## config.mk

```make
export PLATFORM = sky130hd
export DESIGN_NAME = twl_node
export DESIGN_NICKNAME = d
export VERILOG_FILES = /design/src/rtl/twl_pkg.sv /design/src/rtl/twl_sync.sv /design/src/rtl/twl_rx.sv /design/src/rtl/twl_tx.sv /design/src/rtl/twl_node.sv
export SDC_FILE = /design/constraint.sdc
export NUM_CORES = 1
export LEC_CHECK = 0
export ABC_AREA = 1
export ABC_CLOCK_PERIOD_IN_PS = 2400
export CORE_MARGIN = 2
export CORE_UTILIZATION = 54
export CTS_CLUSTER_SIZE = 30
export DETAILED_ROUTE_END_ITERATION = 6
export PLACE_DENSITY = 0.85
export SLEW_MARGIN = 20
export SYNTH_ARGS = -nofsm -noshare
export SYNTH_HDL_FRONTEND = slang
export SYNTH_SLANG_ARGS = --single-unit
```

## constraint.sdc

```tcl
create_clock -name clk -period 2.4 [get_ports clk]
set_input_delay 0.24 -clock clk [delete_from_list [all_inputs] [get_ports clk]]
set_output_delay 0.24 -clock clk [all_outputs]
set_load 0.03 [all_outputs]
```

## src/rtl/twl_pkg.sv

```systemverilog
package twl_pkg;
    localparam int WORD_W   = 16;
    localparam int LEN_W    = $clog2(WORD_W + 1);
    localparam int HALF_W   = 8;
    localparam int MIN_HALF = 2;

    typedef enum logic [1:0] {
        TX_IDLE = 2'd0,
        TX_LOW  = 2'd1,
        TX_HIGH = 2'd2
    } tx_state_e;

    typedef struct packed {
        logic [WORD_W-1:0] data;
        logic [LEN_W-1:0]  len;
        logic [HALF_W-1:0] half;
    } tx_job_t;

    function automatic logic [LEN_W-1:0] eff_len(input logic [LEN_W-1:0] req);
        if (req == '0 || int'(req) > WORD_W)
            return LEN_W'(WORD_W);
        return req;
    endfunction

    function automatic logic [HALF_W-1:0] eff_half(input logic [HALF_W-1:0] req);
        if (int'(req) < MIN_HALF)
            return HALF_W'(MIN_HALF);
        return req;
    endfunction
endpackage

```

## src/rtl/twl_sync.sv

```systemverilog
module twl_sync #(
    parameter int N      = 2,
    parameter int STAGES = 2
) (
    input  logic         clk,
    input  logic         rst,
    input  logic [N-1:0] d,
    output logic [N-1:0] q
);
    logic [STAGES-1:0] chain [N];

    for (genvar i = 0; i < N; i++) begin : g_line
        always_ff @(posedge clk) begin
            if (rst)
                chain[i] <= '1;
            else
                chain[i] <= {chain[i][STAGES-2:0], d[i]};
        end
        assign q[i] = chain[i][STAGES-1];
    end
endmodule

```

## src/rtl/twl_rx.sv

```systemverilog
module twl_rx
    import twl_pkg::*;
#(
    parameter int MASK_LAG = 3
) (
    input  logic              clk,
    input  logic              rst,
    input  logic              s_dat,
    input  logic              s_strobe,
    input  logic              tx_busy,
    output logic [WORD_W-1:0] rx_word
);
    logic              strobe_prev;
    logic [MASK_LAG-1:0] busy_tail;
    logic              rise;
    logic              masked;

    assign rise   = s_strobe & ~strobe_prev;
    assign masked = tx_busy | (|busy_tail);

    always_ff @(posedge clk) begin
        if (rst) begin
            strobe_prev <= 1'b1;
            busy_tail   <= '0;
            rx_word     <= '0;
        end else begin
            strobe_prev <= s_strobe;
            busy_tail   <= {busy_tail[MASK_LAG-2:0], tx_busy};
            if (rise && !masked)
                rx_word <= {s_dat, rx_word[WORD_W-1:1]};
        end
    end


    rx_quiet_chk: assert property (@(posedge clk) disable iff (rst)
        tx_busy |=> $stable(rx_word));
endmodule

```

## src/rtl/twl_tx.sv

```systemverilog
module twl_tx
    import twl_pkg::*;
(
    input  logic              clk,
    input  logic              rst,
    input  logic              load_req,
    input  logic [LEN_W-1:0]  load_len,
    input  logic [WORD_W-1:0] load_data,
    input  logic [HALF_W-1:0] half_cycles,
    output logic              busy,
    output logic              dat_oe,
    output logic              strobe_oe
);
    localparam logic [HALF_W-1:0] ONE = HALF_W'(1);
    localparam logic [HALF_W-1:0] TWO = HALF_W'(2);

    tx_state_e         st;
    tx_job_t           job;
    logic [HALF_W-1:0] cnt;
    logic              cur_bit;

    always_ff @(posedge clk) begin
        if (rst) begin
            st      <= TX_IDLE;
            job     <= '0;
            cnt     <= '0;
            cur_bit <= 1'b1;
        end else begin
            case (st)
                TX_IDLE: begin
                    if (load_req) begin
                        job.data <= load_data;
                        job.len  <= eff_len(load_len);
                        job.half <= eff_half(half_cycles);
                        cnt      <= '0;
                        cur_bit  <= 1'b1;
                        st       <= TX_LOW;
                    end
                end
                TX_LOW: begin
                    if (cnt == job.half - TWO)
                        cur_bit <= job.data[0];
                    if (cnt == job.half - ONE) begin
                        cnt <= '0;
                        st  <= TX_HIGH;
                    end else begin
                        cnt <= cnt + ONE;
                    end
                end
                TX_HIGH: begin
                    if (cnt == job.half - ONE) begin
                        cnt <= '0;
                        if (job.len == LEN_W'(1)) begin
                            cur_bit <= 1'b1;
                            st      <= TX_IDLE;
                        end else begin
                            job.len  <= job.len - LEN_W'(1);
                            job.data <= job.data >> 1;
                            st       <= TX_LOW;
                        end
                    end else begin
                        cnt <= cnt + ONE;
                    end
                end
                default: st <= TX_IDLE;
            endcase
        end
    end

    assign busy      = (st != TX_IDLE);
    assign strobe_oe = (st == TX_LOW);
    assign dat_oe    = busy & ~cur_bit;


    idle_release_chk: assert property (@(posedge clk) disable iff (rst)
        !busy |-> (!strobe_oe && !dat_oe));


    data_setup_chk: assert property (@(posedge clk) disable iff (rst)
        $fell(strobe_oe) |-> $stable(dat_oe));


    start_low_chk: assert property (@(posedge clk) disable iff (rst)
        $rose(busy) |-> strobe_oe);


    no_restart_chk: assert property (@(posedge clk) disable iff (rst)
        (busy && st == TX_LOW && cnt != job.half - ONE) |=> (st == TX_LOW));
endmodule

```

## src/rtl/twl_node.sv

```systemverilog
module twl_node
    import twl_pkg::*;
(
    input  logic              clk,
    input  logic              rst,
    input  logic              load_req,
    input  logic [LEN_W-1:0]  load_len,
    input  logic [WORD_W-1:0] load_data,
    input  logic [HALF_W-1:0] half_cycles,
    output logic              busy,
    output logic [WORD_W-1:0] rx_word,
    input  logic              dat_in,
    output logic              dat_oe,
    input  logic              strobe_in,
    output logic              strobe_oe
);
    localparam int SYNC_STAGES = 2;

    logic [1:0] raw_lines;
    logic [1:0] sync_lines;

    assign raw_lines = {strobe_in, dat_in};

    twl_sync #(.N(2), .STAGES(SYNC_STAGES)) u_sync (
        .clk (clk),
        .rst (rst),
        .d   (raw_lines),
        .q   (sync_lines)
    );

    twl_tx u_tx (
        .clk         (clk),
        .rst         (rst),
        .load_req    (load_req),
        .load_len    (load_len),
        .load_data   (load_data),
        .half_cycles (half_cycles),
        .busy        (busy),
        .dat_oe      (dat_oe),
        .strobe_oe   (strobe_oe)
    );

    twl_rx #(.MASK_LAG(SYNC_STAGES + 1)) u_rx (
        .clk      (clk),
        .rst      (rst),
        .s_dat    (sync_lines[0]),
        .s_strobe (sync_lines[1]),
        .tx_busy  (busy),
        .rx_word  (rx_word)
    );


    reset_state_chk: assert property (@(posedge clk)
        $past(rst) |-> (!busy && rx_word == '0));
endmodule

```

Yosys cells after proc, flatten, opt, wreduce, memory -nomap -nowiden
Memory sizes are Yosys's and may differ from the RTL's. Cells that the tools add are included.

$add $sub $neg: 4. $lt $le $gt $ge: 2. Equality and inequality tests: 11. Multiplexer cells: 34. Bitwise gates (word level): 7. Reduce and logical (&&, ||, !) cells: 16.

Operator list (number): $mux 21 (2); $pmux 21 s2 (1); $mux 8 (4); $mux 29 (1); $eq 8x8->1 (2); $mux 1 (16); $pmux 8 s2 (1); $mux 2 (5); $mux 5 (2); $add 8x1->8 const B (1); $lt 8x2->1 const B (1); $ne 2x1->1 const B (4); $sub 8x1->8 const B (1); $sub 8x2->8 const B (1); $pmux 2 s3 (1); $reduce_bool 2->1 (3); $eq 5x1->1 const B (1); $gt 5x5->1 const B (1); $logic_not 5->1 (1); $reduce_and 5->1 (1); $sub 5x1->5 const B (1); $ne 2x2->1 const B (2); $reduce_and 2->1 (2); $reduce_and 4->1 (1); other kinds (14) (18).

Flip-flop bits (word level): 60. RAM bits: 4. Input port bits: 34. Output and inout port bits: 19. Memories kept: 1.

Memory list: u_sync.chain (depth 2, bits a word 2, rd ports 2, clocked after Yosys merged registers in 0, write ports 2, RTL line twl_sync.sv:10) `logic [STAGES-1:0] chain [N];`.

Depth between registers and ports, before layout
Depth in word-level cells: 9. Depth in mapped cells: 15. Depth with buffers taken out: 14.

Modules after synthesis
Synthesis repeated with hierarchy kept, for this count alone.

Cell total of the unflattened synthesis: 562. Area total of the unflattened synthesis: 3621.0 um^2.

Modules (own cells, without submodules): twl_tx (instances 1, cells an instance 430, area an instance 2696.3 um^2, seq. area each 800.8 um^2); twl_rx (instances 1, cells an instance 117, area an instance 793.3 um^2, seq. area each 400.4 um^2); twl_sync (instances 1, cells an instance 15, area an instance 131.4 um^2, seq. area each 80.1 um^2).

Least setup slack after synthesis
No wires, ideal clock.

Path kind: register to register. Start: register u_tx.job[0] (netlist bit). End: register u_tx.cur_bit. Library setup time: 0.130 ns. Arrival time: 1.702 ns. Setup slack: 0.568 ns. Cell stages (with the launch flop): 13. Clock period less this slack: 1.832 ns. Path through: dfxtp_1 > inv_2 > ha_1 > xnor2_1 > nor2_1 > nand2_1 > nor2_2 > nand3_2 > nand2_2 > buf_2 > nand3_1 > nand2_1 > nand3_1.

Cells in the longest elaborated chain, start to end: 4. Elaborated cells between the ends (all ways): 7. Those cells by class: add/sub: 2; eq/ne: 4; reduce/logical: 1.

Ends and longest elaborated chain: from (decl) (RTL line twl_tx.sv:18) `tx_job_t job;`; $sub 8x1->8 / $sub 8x2->8 (equally long branches) (RTL line twl_tx.sv:51, twl_tx.sv:41); $eq 8x8->1, on equally long branches (RTL line twl_tx.sv:51, twl_tx.sv:41); $ne 2x1->1 (no line); $reduce_and 5->1 (no line) (*); to (signal assigned) (RTL line twl_tx.sv:42) `cur_bit <= job.data[0];`; to (decl) (RTL line twl_tx.sv:20) `logic cur_bit;`.

Mark *: on every way between the ends. The rest lies on a longest branch, timed or not. A chain may end at the register's enable or synchronous reset.

Worst setup path in the final report
Start: register u_tx.job[1] (netlist bit). End: register u_tx.job[10] (netlist bit).

Cells in the longest elaborated chain, start to end: 4.

Ends and longest elaborated chain: $sub 8x1->8 (RTL line twl_tx.sv:51) `if (cnt == job.half - ONE) begin`; $eq 8x8->1 (RTL line twl_tx.sv:51); $ne 2x1->1 (no line); $reduce_and 4->1 (no line).

No other way between the ends.

==> flow_metrics.py <==
metrics = {
    "outcome": {
        "status": "finished clean",
    },
    "power_and_ir_drop": {
        "swShare": 0.439,
        "p_int_mw": 2.76,
        "p_leak_nw": 1.94,
        "pwr-share-seq": 0.289,
        "combinationalPowerShare": 0.497,
        "power_density_mw_per_mm2": 1140,
        "p_switching_mw": 2.16,
        "ir_drop_mv": 0.811,
        "p_clk_frac": 0.215,
    },
    "yosys": {
        "synth-xor-area-share": 0.0356,
        "synthCells": 510,
        "synth-edff-count": 0,
        "synth-seq-cells": 64,
        "synthAdderAreaFrac": 0.0363,
        "avgSynthCellArea_um2": 6.76,
        "ys_seq_area_frac": 0.372,
        "post-synth-top-count-cell": "nand2_1",
        "synthesis.nets": 554,
        "synthesis.area_mm2": 0.00345,
        "synth_common_cells": "nand2_1 (106), inv_1 (85), dfxtp_1 (64), nor2_1 (57), a21oi_1 (30)",
        "synth_area_leaders": "dfxtp_1 (37%), nand2_1 (12%), inv_1 (9.3%), nor2_1 (6.2%), a21oi_1 (4.4%)",
        "synthMuxAreaShare": 0,
        "yosysWarnings": 0,
        "post_synth_and_or_nand_nor_area_fraction": 0.283,
        "synthFlopType": "dfxtp_1",
        "synth_top_family_by_area": "simple AND/OR/NAND/NOR gates",
        "synth_compound_area_frac": 0.144,
        "yosysUniqueCellTypes": 35,
        "synth_top_area_cell": "dfxtp_1",
        "async_flop_share": 0,
        "yosysTopAreaCellShare": 0.372,
    },
    "cells_and_area": {
        "multi_input_area_mm2": 0.00176,
        "syn_to_final_growth_pct": 25.2,
        "regArea_mm2": 0.00128,
        "num_antenna_cells": 0,
        "drive_gt1_frac": 0.0845,
        "nets": 607,
        "fillers": 529,
    },
    "placement": {
        "hpwl_mm": 5.87,
        "place_congestion": 0.860,
        "pre_cts_ws_ns": 0.0863,
        "io_buffer_count": 52,
    },
    "detailed_routing": {
        "vias": 3416,
        "wire_per_inst_um": 12.9,
        "drt_iter0_drc": 330,
        "drc": 0,
        "wirelength_mm": 8.35,
        "routed_via_density": 5.30,
        "drt_pass1_iterations": 5,
        "ant_nets": 0,
    },
    "clock_network": {
        "cts_made_buffers": 9,
        "cts_hold_buf": 0,
        "clk-insertion-delay-late_ns": 0.34,
        "cts_tree": "done",
        "cts_setup_buffers": 0,
        "clk_pin_slew_ns": 0.08,
        "cts_root_buffer": "clkbuf_8",
        "cts_max_level": 3,
        "cts_sinks": 64,
        "cts_buffer_depth": 2,
    },
    "min_path": {
        "min_path_cells": 1,
        "hold_path_startpoint": "u_sync.chain[0][0]$_SDFF_PP1_",
        "min_to": "u_sync.chain[0][1]$_SDFF_PP1_",
        "min_path_type": "flop to flop",
    },
    "grt": {
        "grt_usage": 0.230,
        "grt_pass1_vias": 3242,
        "antenna_found_initial": 0,
        "grt_overflow_total": 0,
        "grt_pass1_wl_mm": 13.4,
        "grt_max_degree": 33,
    },
    "sta": {
        "tightest_slew_ns": 0.572,
        "fin_ws_ns": 0.245,
        "relSlewSlack": 0.618,
        "tns_ns": 0,
        "finalCriticalPeriod_ns": 2.15,
        "max_freq_mhz": 464,
        "fin_crit_sh": 0.898,
        "setup_violations": 0,
        "drv_slew": 0,
        "rsz0062_at_grt": "false",
        "finalHoldViolCount": 0,
        "fin_skew_ns": 0.00919,
    },
    "critical_path": {
        "crit_path_cell_trace": "inv_1 -> ha_2 -> inv_1 -> nor2_2 -> nand3_1 -> nand2_1 -> nand2_1 -> nor2_1 -> nand3_4 -> nand2_8 -> buf_4 -> nand4_1 -> nand2_1 -> nor2_1",
        "max_stage_delay_ns": 0.34,
        "crit_top_cell": "nand2_1",
        "ff2ff_setup_slack_ns": 0.25,
        "timing.setup.critical_path_class": "flop to flop",
        "cpMaxStageDelayCell": "dfxtp_1",
        "critical_path.max_fanout": 15,
        "crit_path_start_kind": "flop",
        "reg2reg_to": "u_tx.job[10]$_SDFFE_PP0P_",
        "endpoint_kind": "flop",
        "critPathRequiredTime_ns": 2.64,
        "worstPathArrival_ns": 2.40,
        "r2r_cells": 14,
        "worstReg2RegStart": "u_tx.job[1]$_SDFFE_PP0P_",
    },
    "die": {
        "fp.dieW_um": 83.9,
        "num_rows": 29,
        "die_h_um": 83.9,
        "pin_count": 53,
        "coreArea_mm2": 0.00628,
        "die-area_mm2": 0.00704,
        "start_util": 0.549,
    },
    "job": {
        "cap_violations": 0,
    },
}
## registers in the layout, summed over array words and instances, names as in the netlist
signal	cells
u_tx.cur_bit	1
u_rx.busy_tail	3
u_sync.chain	4
u_tx.cnt	8
u_tx.st	2
u_rx.rx_word	16
u_tx.job	29
u_rx.strobe_prev	1
## per-layer routing
metal  global-route usage  vias up  share of wire
met5                    0        -              0
met4                0.104        0          0.023
met3               0.0554       23          0.054
met2                0.402      103           0.50
met1                0.266     1556           0.43
li1                     -     1734              -
## cell families after synthesis
family,Yosys count
and+or+nand+nor,223
buffers and inverters,113
AOI/OAI and AO/OA,86
DFF,64
xor gates and xnor gates,14
adders and majority gates,10
## power groups by stage
| stage | Sequential [mW] | Combinational [mW] | Clock [mW] |
|---|---|---|---|
| after global routing | 1.44 | 2.75 | 1.11 |
| final | 1.42 | 2.44 | 1.05 |
| after floorplan | 1.43 | 1.76 | 0 |
| after detailed placement | 1.44 | 2.31 | 0 |
| after CTS | 1.41 | 2.33 | 1.06 |
| after global placement | 1.43 | 2.22 | 0 |
## layout make-up
| type | count | share of cell area |
|---|---|---|
| tap | 77 | 0.0223 |
| clock inverter | 7 | 0.0241 |
| multi-input combinational | 334 | 0.408 |
| inverter | 90 | 0.0783 |
| clock buffer | 9 | 0.0287 |
| sequential | 64 | 0.297 |
| timing repair buffer | 64 | 0.141 |
## cells in the final DEF, fill, tap and decap left out, types with 3 or more instances in the layout
cell type	netlist	final
ha_1	10	9
o22ai_1	4	4
nand3_4	1	3
nor2_2	4	4
nand4_1	22	22
inv_2	5	5
a22oi_1	15	15
clkbuf_8	0	9
nor3_1	3	3
o21ai_0	28	28
or2_2	5	5
xnor2_1	6	6
nand3_1	18	18
a21oi_1	30	30
dfxtp_1	64	64
buf_4	0	12
xor2_1	8	8
clkdlybuf4s50_1	0	52
nand2_1	106	106
clkinv_4	0	3
inv_1	85	85
nor2_1	57	57
## worst max path at each step
| stage | start | to |
|---|---|---|
| after global routing | u_tx.job[1]$_SDFFE_PP0P_ | u_tx.job[24]$_SDFFE_PP0P_ |
| after floorplan | u_tx.job[0]$_SDFFE_PP0P_ | u_tx.cur_bit$_SDFFE_PP1P_ |
| after CTS | u_tx.job[1]$_SDFFE_PP0P_ | u_tx.job[28]$_SDFFE_PP0P_ |
| after detailed placement | u_tx.job[1]$_SDFFE_PP0P_ | u_tx.job[8]$_SDFFE_PP0P_ |
| final | u_tx.job[1]$_SDFFE_PP0P_ | u_tx.job[10]$_SDFFE_PP0P_ |
| after global placement | u_tx.job[1]$_SDFFE_PP0P_ | u_tx.job[28]$_SDFFE_PP0P_ |
## repair_timing
action / in CTS / in global routing
gates resized for setup: 0 / 5
endpoints found under the hold margin: 0 / 0
endpoints found under the setup margin: 0 / 21
## critical path: cells and delay by family (launching register included)
kind	cells	cell delay (ns)
adder cells (fa/ha/maj)	1	0.23
buffers and inverters	3	0.43
flip-flops	1	0.34
AND/OR/NAND/NOR	10	1.05
## through the flow
stage	cell area, um2	power [mW]	cells	hold slack [ns]	utilization
final	4320	4.91	645	0.419	0.688
after CTS	4280	4.81	644	0.423	0.681
after floorplan	3450	3.20	510	0.344	-
after global placement	4050	3.64	628	0.394	0.645
after detailed placement	4050	3.74	628	0.398	0.645
after global routing	4320	5.30	645	0.432	0.688
Note: power is estimated with default switching activity, not from simulation.
